$ cat src/rtl/sp_packer_pkg.sv
`timescale 1ns/1ps
package sp_packer_pkg;
  typedef enum logic [1:0] {
    CLS_ZERO = 2'd0,
    CLS_NUM  = 2'd1,
    CLS_INF  = 2'd2,
    CLS_NAN  = 2'd3
  } fp_cls_e;

  typedef enum logic [1:0] {
    RM_NEAR = 2'd0,
    RM_ZERO = 2'd1,
    RM_PINF = 2'd2,
    RM_NINF = 2'd3
  } rmode_e;
endpackage

$ cat src/rtl/spk_denorm.sv
`timescale 1ns/1ps
// Right shift with lost-bit collection for the subnormal path.
module spk_denorm #(
  parameter int W    = 26,
  parameter int SH_W = 5
) (
  input  logic [W-1:0]    m_i,
  input  logic [SH_W-1:0] sh_i,
  output logic [W-1:0]    m_o,
  output logic            lost_o
);
  logic [W-1:0] mask;

  always_comb begin
    mask   = ~({W{1'b1}} << sh_i);
    m_o    = m_i >> sh_i;
    lost_o = |(m_i & mask);
  end
endmodule

$ cat src/rtl/spk_round.sv
`timescale 1ns/1ps
// Drops guard/round, decides increment, returns significand with carry bit.
module spk_round
  import sp_packer_pkg::*;
#(
  parameter int W = 26
) (
  input  logic [W-1:0] m_i,
  input  logic         sticky_i,
  input  logic         sign_i,
  input  rmode_e       rmode_i,
  output logic [W-2:0] sig_o,
  output logic         inexact_o
);
  logic [W-3:0] trunc;
  logic         g, r, up;

  always_comb begin
    trunc     = m_i[W-1:2];
    g         = m_i[1];
    r         = m_i[0];
    inexact_o = g | r | sticky_i;
    unique case (rmode_i)
      RM_NEAR: up = g & (r | sticky_i | trunc[0]);
      RM_ZERO: up = 1'b0;
      RM_PINF: up = inexact_o & ~sign_i;
      RM_NINF: up = inexact_o & sign_i;
      default: up = 1'b0;
    endcase
    sig_o = {1'b0, trunc} + (W-1)'(up);
  end
endmodule

$ cat src/rtl/spk_ovf_sel.sv
`timescale 1ns/1ps
// Overflow result: infinity or largest finite, by mode and sign.
module spk_ovf_sel
  import sp_packer_pkg::*;
#(
  parameter int EXPF_W = 8,
  parameter int FRAC_W = 23
) (
  input  logic                       sign_i,
  input  rmode_e                     rmode_i,
  output logic [EXPF_W+FRAC_W:0]     word_o
);
  logic to_inf;

  always_comb begin
    unique case (rmode_i)
      RM_NEAR: to_inf = 1'b1;
      RM_ZERO: to_inf = 1'b0;
      RM_PINF: to_inf = ~sign_i;
      RM_NINF: to_inf = sign_i;
      default: to_inf = 1'b1;
    endcase
    if (to_inf) word_o = {sign_i, {EXPF_W{1'b1}}, {FRAC_W{1'b0}}};
    else        word_o = {sign_i, {(EXPF_W-1){1'b1}}, 1'b0, {FRAC_W{1'b1}}};
  end
endmodule

$ cat src/rtl/sp_packer.sv
`timescale 1ns/1ps
module sp_packer
  import sp_packer_pkg::*;
#(
  parameter int EXP_W  = 10,
  parameter int FRAC_W = 23,
  parameter int EXPF_W = 8,
  parameter int MANT_W = FRAC_W + 3,
  parameter int WORD_W = 1 + EXPF_W + FRAC_W
) (
  input  logic              clk_i,
  input  logic              rst_ni,
  input  logic              valid_i,
  input  logic [1:0]        class_i,
  input  logic              sign_i,
  input  logic [EXP_W-1:0]  exp_i,
  input  logic [MANT_W-1:0] mant_i,
  input  logic              sticky_i,
  input  logic [1:0]        rmode_i,
  input  logic              uf_trap_en_i,
  output logic              valid_o,
  output logic [WORD_W-1:0] word_o,
  output logic              of_o,
  output logic              uf_o,
  output logic              nx_o
);
  localparam int EW       = EXP_W + 2;
  localparam int BIAS     = (1 << (EXPF_W - 1)) - 1;
  localparam int EXP_ALL1 = (1 << EXPF_W) - 1;
  localparam int SH_MAX   = MANT_W + 1;
  localparam int SH_W     = $clog2(SH_MAX + 1);

  rmode_e            rm;
  fp_cls_e           cls;
  logic [EW-1:0]     biased, sh_full, exp_n;
  logic              sub, ovf;
  logic [SH_W-1:0]   sh;
  logic [MANT_W-1:0] dn_m, rnd_m;
  logic              dn_lost, rnd_s, rnd_nx;
  logic [MANT_W-2:0] sig;
  logic [WORD_W-1:0] ovf_word, word_d;
  logic              of_d, uf_d, nx_d;

  assign rm  = rmode_e'(rmode_i);
  assign cls = fp_cls_e'(class_i);

  always_comb begin
    biased  = {{2{exp_i[EXP_W-1]}}, exp_i} + EW'(BIAS);
    sub     = biased[EW-1] | (biased == '0);
    sh_full = EW'(1) - biased;
    sh      = (sh_full >= EW'(SH_MAX)) ? SH_W'(SH_MAX) : sh_full[SH_W-1:0];
    if (!sub) sh = '0;
  end

  spk_denorm #(.W(MANT_W), .SH_W(SH_W)) u_denorm (
    .m_i    (mant_i),
    .sh_i   (sh),
    .m_o    (dn_m),
    .lost_o (dn_lost)
  );

  assign rnd_m = sub ? dn_m : mant_i;
  assign rnd_s = sticky_i | (sub & dn_lost);

  spk_round #(.W(MANT_W)) u_round (
    .m_i       (rnd_m),
    .sticky_i  (rnd_s),
    .sign_i    (sign_i),
    .rmode_i   (rm),
    .sig_o     (sig),
    .inexact_o (rnd_nx)
  );

  spk_ovf_sel #(.EXPF_W(EXPF_W), .FRAC_W(FRAC_W)) u_ovf (
    .sign_i  (sign_i),
    .rmode_i (rm),
    .word_o  (ovf_word)
  );

  assign exp_n = biased + EW'(sig[MANT_W-2]);
  assign ovf   = ~exp_n[EW-1] & (exp_n >= EW'(EXP_ALL1));

  always_comb begin
    word_d = '0;
    of_d   = 1'b0;
    uf_d   = 1'b0;
    nx_d   = 1'b0;
    unique case (cls)
      CLS_ZERO: word_d = {sign_i, {(WORD_W-1){1'b0}}};
      CLS_INF:  word_d = {sign_i, {EXPF_W{1'b1}}, {FRAC_W{1'b0}}};
      CLS_NAN:  word_d = {sign_i, {EXPF_W{1'b1}}, 1'b1, mant_i[FRAC_W:2]};
      default: begin
        nx_d = rnd_nx;
        if (sub) begin
          // sig[FRAC_W] set only when a rounding carry reached exponent 1
          word_d = {sign_i, {(EXPF_W-1){1'b0}}, sig[FRAC_W], sig[FRAC_W-1:0]};
          uf_d   = ~sig[FRAC_W] & (rnd_nx | uf_trap_en_i);
        end else if (ovf) begin
          word_d = ovf_word;
          of_d   = 1'b1;
          nx_d   = 1'b1;
        end else begin
          word_d = {sign_i, exp_n[EXPF_W-1:0], sig[FRAC_W-1:0]};
        end
      end
    endcase
  end

  always_ff @(posedge clk_i or negedge rst_ni) begin
    if (!rst_ni) begin
      valid_o <= 1'b0;
      word_o  <= '0;
      of_o    <= 1'b0;
      uf_o    <= 1'b0;
      nx_o    <= 1'b0;
    end else begin
      valid_o <= valid_i;
      if (valid_i) begin
        word_o <= word_d;
        of_o   <= of_d;
        uf_o   <= uf_d;
        nx_o   <= nx_d;
      end
    end
  end


  vld_pipe_chk: assert property (@(posedge clk_i) disable iff (!rst_ni)
    valid_i |=> valid_o);


  ovf_nx_chk: assert property (@(posedge clk_i) disable iff (!rst_ni)
    of_o |-> nx_o);


  ovf_exp_chk: assert property (@(posedge clk_i) disable iff (!rst_ni)
    of_o |-> (word_o[WORD_W-2:FRAC_W] >= EXPF_W'(EXP_ALL1 - 1)));


  uf_sub_chk: assert property (@(posedge clk_i) disable iff (!rst_ni)
    uf_o |-> (word_o[WORD_W-2:FRAC_W] == '0));


  nan_quiet_chk: assert property (@(posedge clk_i) disable iff (!rst_ni)
    (valid_o && (word_o[WORD_W-2:FRAC_W] == EXPF_W'(EXP_ALL1)) &&
     (word_o[FRAC_W-1:0] != '0)) |-> word_o[FRAC_W-1]);


  uf_of_excl_chk: assert property (@(posedge clk_i) disable iff (!rst_ni)
    !(uf_o && of_o));
endmodule

$ cat config.mk
export PLATFORM = sky130hd
export DESIGN_NAME = sp_packer
export DESIGN_NICKNAME = d
export VERILOG_FILES = /design/src/rtl/sp_packer_pkg.sv /design/src/rtl/spk_denorm.sv /design/src/rtl/spk_round.sv /design/src/rtl/spk_ovf_sel.sv /design/src/rtl/sp_packer.sv
export SDC_FILE = /design/constraint.sdc
export NUM_CORES = 1
export LEC_CHECK = 0
export CAP_MARGIN = 20
export CORE_MARGIN = 5
export CORE_UTILIZATION = 50
export CTS_CLUSTER_DIAMETER = 60
export DETAILED_ROUTE_END_ITERATION = 7
export PLACE_DENSITY = 0.83
export SLEW_MARGIN = 15
export SYNTH_ARGS = -nofsm -noshare
export SYNTH_HDL_FRONTEND = slang
export SYNTH_SLANG_ARGS = --single-unit
$ cat constraint.sdc
create_clock -name clk_i -period 1.3 [get_ports clk_i]
set_input_delay 0.195 -clock clk_i [delete_from_list [all_inputs] [get_ports clk_i]]
set_output_delay 0.195 -clock clk_i [all_outputs]
set_load 0.01 [all_outputs]
==> out/results.tsv, run 1 <==
stage	metric	value	unit
global_route	grt_max_degree	37	
global_route	grt_overflow	63	
place	dp_slack	-6.814	ns
synth	synthCells	831	
synth	ys.warnings.count	0	
floorplan	dieHeight	116.7	um
synth	synth_area	5688	um2
place	place_area	9020	um2
synth	ys_seq_elements	36	
global_route	grt_pass1_vias	12140	
cts	cts-buffers-inserted	5	
cts	cts-root-buf	clkbuf_16	
cts	cts_buffer_depth	2	
synth	synth.distinct_cells	87	
synth	synth_edf_count	0	
cts	clock-sinks	36	
run_status	status	did not finish	
synth	ys.flop_type	dfrtp_1	
cts	htreeDepth	2	
run_status	error	[ERROR GRT-0116] Global routing finished with congestion. Check the congestion regions in the DRC Viewer.	
place	routabilityCongestion	1.270	
synth	synth-async-reset-ratio	1.000	
place	portBuffers	81	
synth	ys_top_cells_by_area	dfrtp_1, a21oi_1, nor2_1, nand2_1, o21ai_0	
place	dp.final_hpwl	23.40	mm
floorplan	io_pins	82	
synth	synthesis.nets	886	
synth	synth_top_area_frac	0.1584	
floorplan	die_w	116.7	um
floorplan	rows	39	
synth	yosys.area.top_type	dfrtp_1	
global_route	grt_pass1_wl	72.58	mm
run_status	haltStage	5_1_grt	
synth	synth_area_per_cell	6.845	um2
global_route	track_usage	0.7155	
floorplan	initial_core_util	0.5046	
synth	ys_seq_area_frac	0.1584	
cell usage after synthesis, types with 6 or more instances:
master,instances
nor2_1,92
a21oi_1,73
nand2_1,70
clkbuf_1,52
o21ai_0,50
dfrtp_1,36
nand3_1,32
nor3_1,32
inv_1,29
o22ai_1,22
xnor2_1,18
a31oi_1,16
o221ai_1,16
a22oi_1,14
or3_1,14
nor4_1,12
xor2_1,11
nand2b_1,10
o211ai_1,10
or4_1,10
a211oi_1,9
ha_1,9
buf_2,8
o31ai_1,8
o32ai_1,8
a22o_1,7
buf_1,7
mux2i_1,7
nand4_1,7
o31a_1,7
a211o_1,6
a21boi_0,6
o21ai_1,6
logic make-up after synthesis:
logic type	synth area share
compound gates	0.3863
xor+xnor	0.04861
fa+ha+maj	0.01980
buf+inv	0.07391
flops	0.1584
mux	0.02024
simple gates	0.2928
metal layers:
layer	global-route usage	GRT overflow
met1	0.7031	0
met2	0.8799	41
met3	0.5938	2
met4	0.6865	20
met5	0.2741	0
stage by stage:
step	cells	setup TNS [ns]
global placement	1307	-211.56
CTS	1361	-199.67
floorplan	831	-209.67
detailed placement	1307	-224.38
what timing repair did:
action	CTS
gates resized for setup	143
setup buffers	46
pin swaps	56
endpoints found under the setup margin	70
endpoints found under the hold margin	36
hold buffers	1
==> run 2, diff against run 1 <==
CORE_UTILIZATION = 35   (was 50)
CTS_CLUSTER_DIAMETER = unset   (was 60)
PLACE_DENSITY = unset   (was 0.83)
PLACE_DENSITY_LB_ADDON = 0.15   (was unset)
==> run 2 against run 1 <==
The flow now finishes, with violations (setup timing). Synthesized area did not move. Synthesized cell count unchanged.
==> out/results.tsv, run 2 <==
stage	metric	value	unit
timing	fin_crit_sh	5.527	
worst_setup_path	criticalPathCategory	in2reg	
floorplan	initial_core_util	0.3568	
routing	drt_iter0_markers	1101	
floorplan	dieHeight	137.5	um
worst_setup_path	required	1.52	ns
synth	synth.most_common_cell	nor2_1	
cts	cts_tree	yes	
synth	synth_edf_count	0	
place	dp.final_hpwl	27.91	mm
synth	synth.distinct_cells	87	
global_route	grt_overflow	0	
run_status	status	complete, but fails checks	
worst_setup_path	reg2reg_slack	0.37	ns
timing	finalSetupViolations	34	
place	dp.cells	1404	
worst_setup_path	rr_worst_depth	2	
cts	clock_latency	0.29	ns
synth	ys_seq_area_frac	0.1584	
timing	hold-worst-slack	0.4816	ns
synth	synth_area	5688	um2
worst_setup_path	crit_top_cell	buf_6	
timing	fmax	139.2	MHz
global_route	track_usage	0.3673	
run_status	violations	setup timing	
worst_setup_path	rr_endpoint	word_o[11]	
final_layout	final_common_cell	buf_4	
routing	vias_per_cell	6.226	
floorplan	die_w	137.5	um
timing	worst_pin_slew	0.6849	ns
timing	slew_viol_final	0	
final_layout	layout-drive-gt1-share	0.4045	
timing	fin_skew	0	ns
synth	synth_common_cells	nor2_1, a21oi_1, nand2_1	
final_layout	layout_common_cells	buf_4, nor2_1, nand2_1	
worst_setup_path	critPathMaxStageDelay	0.51	ns
floorplan	rows	46	
global_route	grt_pass1_wl	52.85	mm
worst_setup_path	path_buf_inv	7	
synth	synth_area_per_cell	6.845	um2
floorplan	core-area	15940	um2
timing	rsz0062_at_grt	true	
synth	ys.warnings.count	0	
timing	max-slew-margin-rel	0.5392	
hold_path	hp-class	in2async	
final_layout	largest_reg_flops	32	
synth	ys_seq_elements	36	
final_layout	syn_to_final_growth	78.22	%
worst_setup_path	startpoint_type	input pin	
cts	clkTransAtPathRegs	0.06	ns
floorplan	dieArea	18900	um2
worst_setup_path	cp_max_fo	7	
power	cellPowerDensity	610.0	nW/um2
cts	clock-sinks	36	
global_route	grt_max_degree	37	
timing	setup_slack	-5.884	ns
synth	synthesis.nets	886	
global_route	antenna_found_initial	0	
synth	synth-async-reset-ratio	1.000	
worst_setup_path	cp.arrival	7.40	ns
routing	avgRoutedWirePerCell	24.32	um
place	portBuffers	81	
final_layout	stdcell_count	1447	
place	dp_slack	-6.862	ns
power	p_leak	0.004394	uW
place	routabilityCongestion	1.123	
routing	ant_nets	0	
synth	ys_top_cells_by_area	dfrtp_1, a21oi_1, nor2_1, nand2_1, o21ai_0	
worst_setup_path	crit-reg2reg-launch	word_o[11]	
global_route	grt_pass1_vias	9061	
routing	dr.pass1.iters	6	
routing	totalWireLength	35.19	mm
routing	vias	9009	
cts	htreeDepth	2	
timing	hold_viol_final	0	
synth	ys.flop_type	dfrtp_1	
power	ir_worst_vdd	0.6005	mV
synth	synth_top_area_frac	0.1584	
floorplan	io_pins	82	
synth	synthCells	831	
cts	cts-root-buf	clkbuf_16	
final_layout	antennaDiodeCount	0	
worst_setup_path	crit_path_end_kind	register	
worst_setup_path	crit_family	simple AND/OR/NAND/NOR gates	
timing	finalCriticalPeriod	7.184	ns
flow_run	cap_violations	0	
final_layout	largest_register	word_o	
worst_setup_path	slowest_stage	or4b_4	
timing	setup_tns	-195.92	ns
final_layout	final_core_util	0.6359	
cts	cts-buffers-inserted	5	
synth	yosys.area.top_type	dfrtp_1	
cts	cts_buffer_depth	2	
final_layout	nets	1285	
routing	route.detailed.drc	0	
[run 2: layout make-up]
class | instances | area [um2]
Clock inverter | 3 | 18.77
Multi-Input combinational cell | 693 | 4886
Fill cell | 1409 | 5806
Inverter | 30 | 120.1
Timing Repair Buffer | 464 | 3816
Clock buffer | 5 | 125.1
Tap cell | 216 | 270.3
Sequential cell | 36 | 900.9
[run 2: per-stage QoR]
stage | instance area, um2 | total power [uW]
final | 10140 | 6184
after global placement | 9316 | 4671
after CTS | 9953 | 6005
after global routing | 10140 | 6443
after floorplan | 5953 | 2783
after detailed placement | 9316 | 4705
[run 2: cells by family (layout without fill, tap and decap cells)]
family	after synthesis	after routing	synth area share
AOI/OAI and AO/OA	320	320	0.3863
adders and majority gates	9	9	0.01980
DFF	36	36	0.1584
muxes	11	11	0.02024
and+or+nand+nor	323	323	0.2928
buffers and inverters	102	502	0.07391
xor gates and xnor gates	30	30	0.04861
[run 2: worst reg2reg max path: stages (launching register included)]
cell     delay, ns
dfrtp_1       0.39
a22o_1        0.23
a31o_2        0.21
[run 2: timing repair]
action	4_1_cts	5_1_grt
endpoints found under the hold margin	36	0
resized for setup	103	54
hold buffers	1	0
cloned	1	0
buffers inserted	36	17
setup endpoints to repair	70	34
pin swaps	19	27
[run 2: where the power goes]
group / internal, uW / total, uW / leakage (uW) / switching (uW)
clock network: 707 / 1220 / 0.0000736 / 511
registers: 1240 / 1310 / 0.000449 / 69.1
logic: 1680 / 3660 / 0.00387 / 1980
total: 3620 / 6180 / 0.00439 / 2560
[run 2: how the worst max path moves through the flow]
stage | end | startpoint | cells after the start
final | word_o[1] | exp_i[1] | 35
after global routing | word_o[1] | exp_i[1] | 35
after CTS | word_o[16] | exp_i[1] | 35
after detailed placement | word_o[18] | exp_i[0] | 36
after global placement | word_o[18] | exp_i[0] | 37
after floorplan | word_o[4] | exp_i[0] | 43
[run 2: per-layer routing]
metal / routed length (um) / GRT usage / vias to the layer above
met3: 3320 / 0.07670 / 158
met1: 13890 / 0.4657 / 4270
met4: 2165 / 0.1907 / 0
li1: - / - / 3995
met2: 15820 / 0.5862 / 586
met5: 0 / 0 / -
(Power assumes the default switching activity.)
==> run 3, diff against run 2 <==
--- a/config.mk
+++ b/config.mk
@@ -10,5 +10,7 @@
 export CORE_UTILIZATION = 35
 export DETAILED_ROUTE_END_ITERATION = 7
+export DONT_BUFFER_PORTS = 1
 export PLACE_DENSITY_LB_ADDON = 0.15
+export SKIP_LAST_GASP = 1
 export SLEW_MARGIN = 15
 export SYNTH_ARGS = -nofsm -noshare
==> constraint.sdc (replaced) <==
create_clock -name clk_i -period 1.3 [get_ports clk_i]
set_input_delay 0.325 -clock clk_i [delete_from_list [all_inputs] [get_ports clk_i]]
set_output_delay 0.325 -clock clk_i [all_outputs]
set_load 0.01 [all_outputs]
==> run 3 against run 2 <==
The run still ends with setup timing left. Via count is 5.8% lower. Power is 8.7% lower. First-iteration DRC count is 19% lower. Worst setup slack worse by 0.030 ns. Non-clock buffer count is 121 lower. Register-to-register slack worse by 0.05 ns. Utilization is 6.2 points lower. Combinational power is 18% lower. Die area stayed put. Clock skew stayed put. Sequential power is 6% higher. Critical endpoint is now uf_o. Highest routed layer unchanged.
==> out/results.tsv, run 3 (synthesis gave the netlist of run 2 again) <==
stage	metric	value	unit
place	portBuffers	0	
routing	route.detailed.drc	0	
routing	vias_per_cell	6.397	
routing	dr.pass1.iters	5	
worst_setup_path	cp_max_fo	27	
place	dp_slack	-6.646	ns
run_status	violations	setup timing	
cts	cts_buffer_depth	2	
final_layout	antennaDiodeCount	0	
worst_setup_path	startpoint_type	input pin	
cts	clock_latency	0.28	ns
floorplan	rows	46	
place	dp.final_hpwl	26.00	mm
routing	totalWireLength	33.78	mm
timing	setup_slack	-5.915	ns
flow_run	cap_violations	0	
floorplan	initial_core_util	0.3568	
cts	clkTransAtPathRegs	0.06	ns
routing	vias	8489	
cts	cts-buffers-inserted	5	
cts	cts-root-buf	clkbuf_16	
final_layout	final_common_cell	buf_4	
power	p_switching	2259	uW
cts	htreeDepth	2	
final_layout	largest_register	word_o	
floorplan	dieHeight	137.5	um
power	combPwrFrac	0.530	
worst_setup_path	cp.arrival	7.38	ns
worst_setup_path	crit_path_end_kind	register	
place	routabilityCongestion	1.042	
global_route	grt_overflow	0	
global_route	antenna_found_initial	0	
cts	clock-sinks	36	
timing	worst_pin_slew	0.7678	ns
worst_setup_path	criticalPathCategory	in2reg	
routing	ant_nets	0	
timing	hold_viol_final	0	
timing	finalSetupViolations	34	
final_layout	nets	1165	
worst_setup_path	required	1.47	ns
timing	finalCriticalPeriod	7.215	ns
hold_path	hp-class	in2reg	
worst_setup_path	critPathMaxStageDelay	0.66	ns
final_layout	final_area	9145	um2
timing	slew_viol_final	0	
final_layout	layout-drive-gt1-share	0.4257	
place	place_area	7953	um2
floorplan	core-area	15940	um2
power	cell_internal_pwr	3387	uW
power	switching_share	0.4002	
run_status	status	complete, but fails checks	
timing	fin_skew	0	ns
power	p_clk_frac	0.223	
global_route	track_usage	0.3486	
power	share_seq_of_total_power	0.247	
cts	cts_tree	yes	
global_route	grt_pass1_wl	49.84	mm
final_layout	layout_common_cells	buf_4, nor2_1, nand2_1	
floorplan	io_pins	82	
timing	rsz0062_at_grt	true	
power	p_leak	0.003757	uW
floorplan	dieArea	18900	um2
timing	fmax	138.6	MHz
timing	max-slew-margin-rel	0.4846	
power	cellPowerDensity	617.4	nW/um2
final_layout	largest_reg_flops	32	
routing	drt_iter0_markers	897	
power	ir_worst_vdd	0.6279	mV
worst_setup_path	slowest_stage	or4_4	
global_route	grt_max_degree	37	
routing	avgRoutedWirePerCell	25.45	um
final_layout	syn_to_final_growth	60.78	%
worst_setup_path	crit_top_cell	buf_4	
floorplan	die_w	137.5	um
global_route	grt_pass1_vias	8290	
timing	fin_crit_sh	5.550	
run 3: cell types whose count changed in the layout (fill, tap and decap cells not counted), moves of 4 or more:
| cell | change |
|---|---|
| clkdlybuf4s50_1 | -39 |
| buf_4 | -36 |
| dlygate4sd2_1 | -36 |
| a21oi_1 | -10 |
| a21oi_2 | +10 |
| nor3_1 | -5 |
| nor3_2 | +4 |
run 3: power by group through the flow:
stage / logic (uW) / registers (uW) / clock network, uW
2_1_floorplan: 1410 / 1370 / 0
3_3_place_gp: 2500 / 1410 / 0
3_5_place_dp: 2500 / 1410 / 0
4_1_cts: 2800 / 1400 / 1260
5_1_grt: 3150 / 1410 / 1310
6_report: 2990 / 1390 / 1260
run 3: through the flow:
step | hold WS [ns] | power (uW) | std cells | TNS [ns] | util
2_1_floorplan | 0.02941 | 2783 | 831 | -214.09 | -
3_3_place_gp | 0.03024 | 3916 | 1252 | -210.27 | 0.4988
4_1_cts | 0.06402 | 5461 | 1318 | -192.90 | 0.5584
3_5_place_dp | 0.03022 | 3914 | 1252 | -219.07 | 0.4988
5_1_grt | 0.06081 | 5862 | 1327 | -205.22 | 0.5736
6_report | 0.06522 | 5646 | 1327 | -197.30 | 0.5736
run 3: cell type report:
| class | instances | area, um2 |
|---|---|---|
| fillers | 1485 | 6798 |
| clock inverters | 1 | 7.507 |
| clock buffers | 7 | 142.6 |
| inverters | 30 | 132.6 |
| repair buffers | 343 | 2711 |
| multi-input cells | 694 | 4980 |
| well taps | 216 | 270.3 |
| flip-flops and latches | 36 | 900.9 |
run 3: per-layer routing:
metal  vias to the layer above  GRT usage  routed length [um]
li1                       3749          -                   -
met1                      4055     0.4526               13280
met2                       554     0.5502               15250
met4                         0     0.1652                1853
met3                       131    0.07378                3398
met5                         -          0                   0
run 3: worst max-delay path: cells and delay by family:
family	cells	cell delay (ns)
XOR/XNOR	1	0.15
AND/OR/NAND/NOR	4	1.27
adder cells (fa/ha/maj)	2	0.34
AO/OA/AOI/OAI	8	1.62
multiplexers	1	0.33
buffers and inverters	28	3.35
run 3: worst paths after layout:
path	endpoint	startpoint	slack (ns)	cells past startpoint
worst max-delay path	uf_o	exp_i[0]	-5.91	44
worst min-delay path	valid_o	valid_i	0.07	0
worst max register to register	word_o[11]	word_o[11]	0.32	2
worst min register to register	word_o[22]	word_o[22]	0.56	1
max in group asynchronous	word_o[14]	rst_ni	0.61	2
min in group asynchronous	word_o[9]	rst_ni	0.51	2
run 3: what timing repair did:
action                                  4_1_cts  5_1_grt
buffers inserted                             54       11
gates resized for setup                      81       42
endpoints found under the setup margin       34       34
cloned                                        2        0
hold buffers                                  2        0
pin swaps                                    26       26
hold endpoints to repair                     36        0
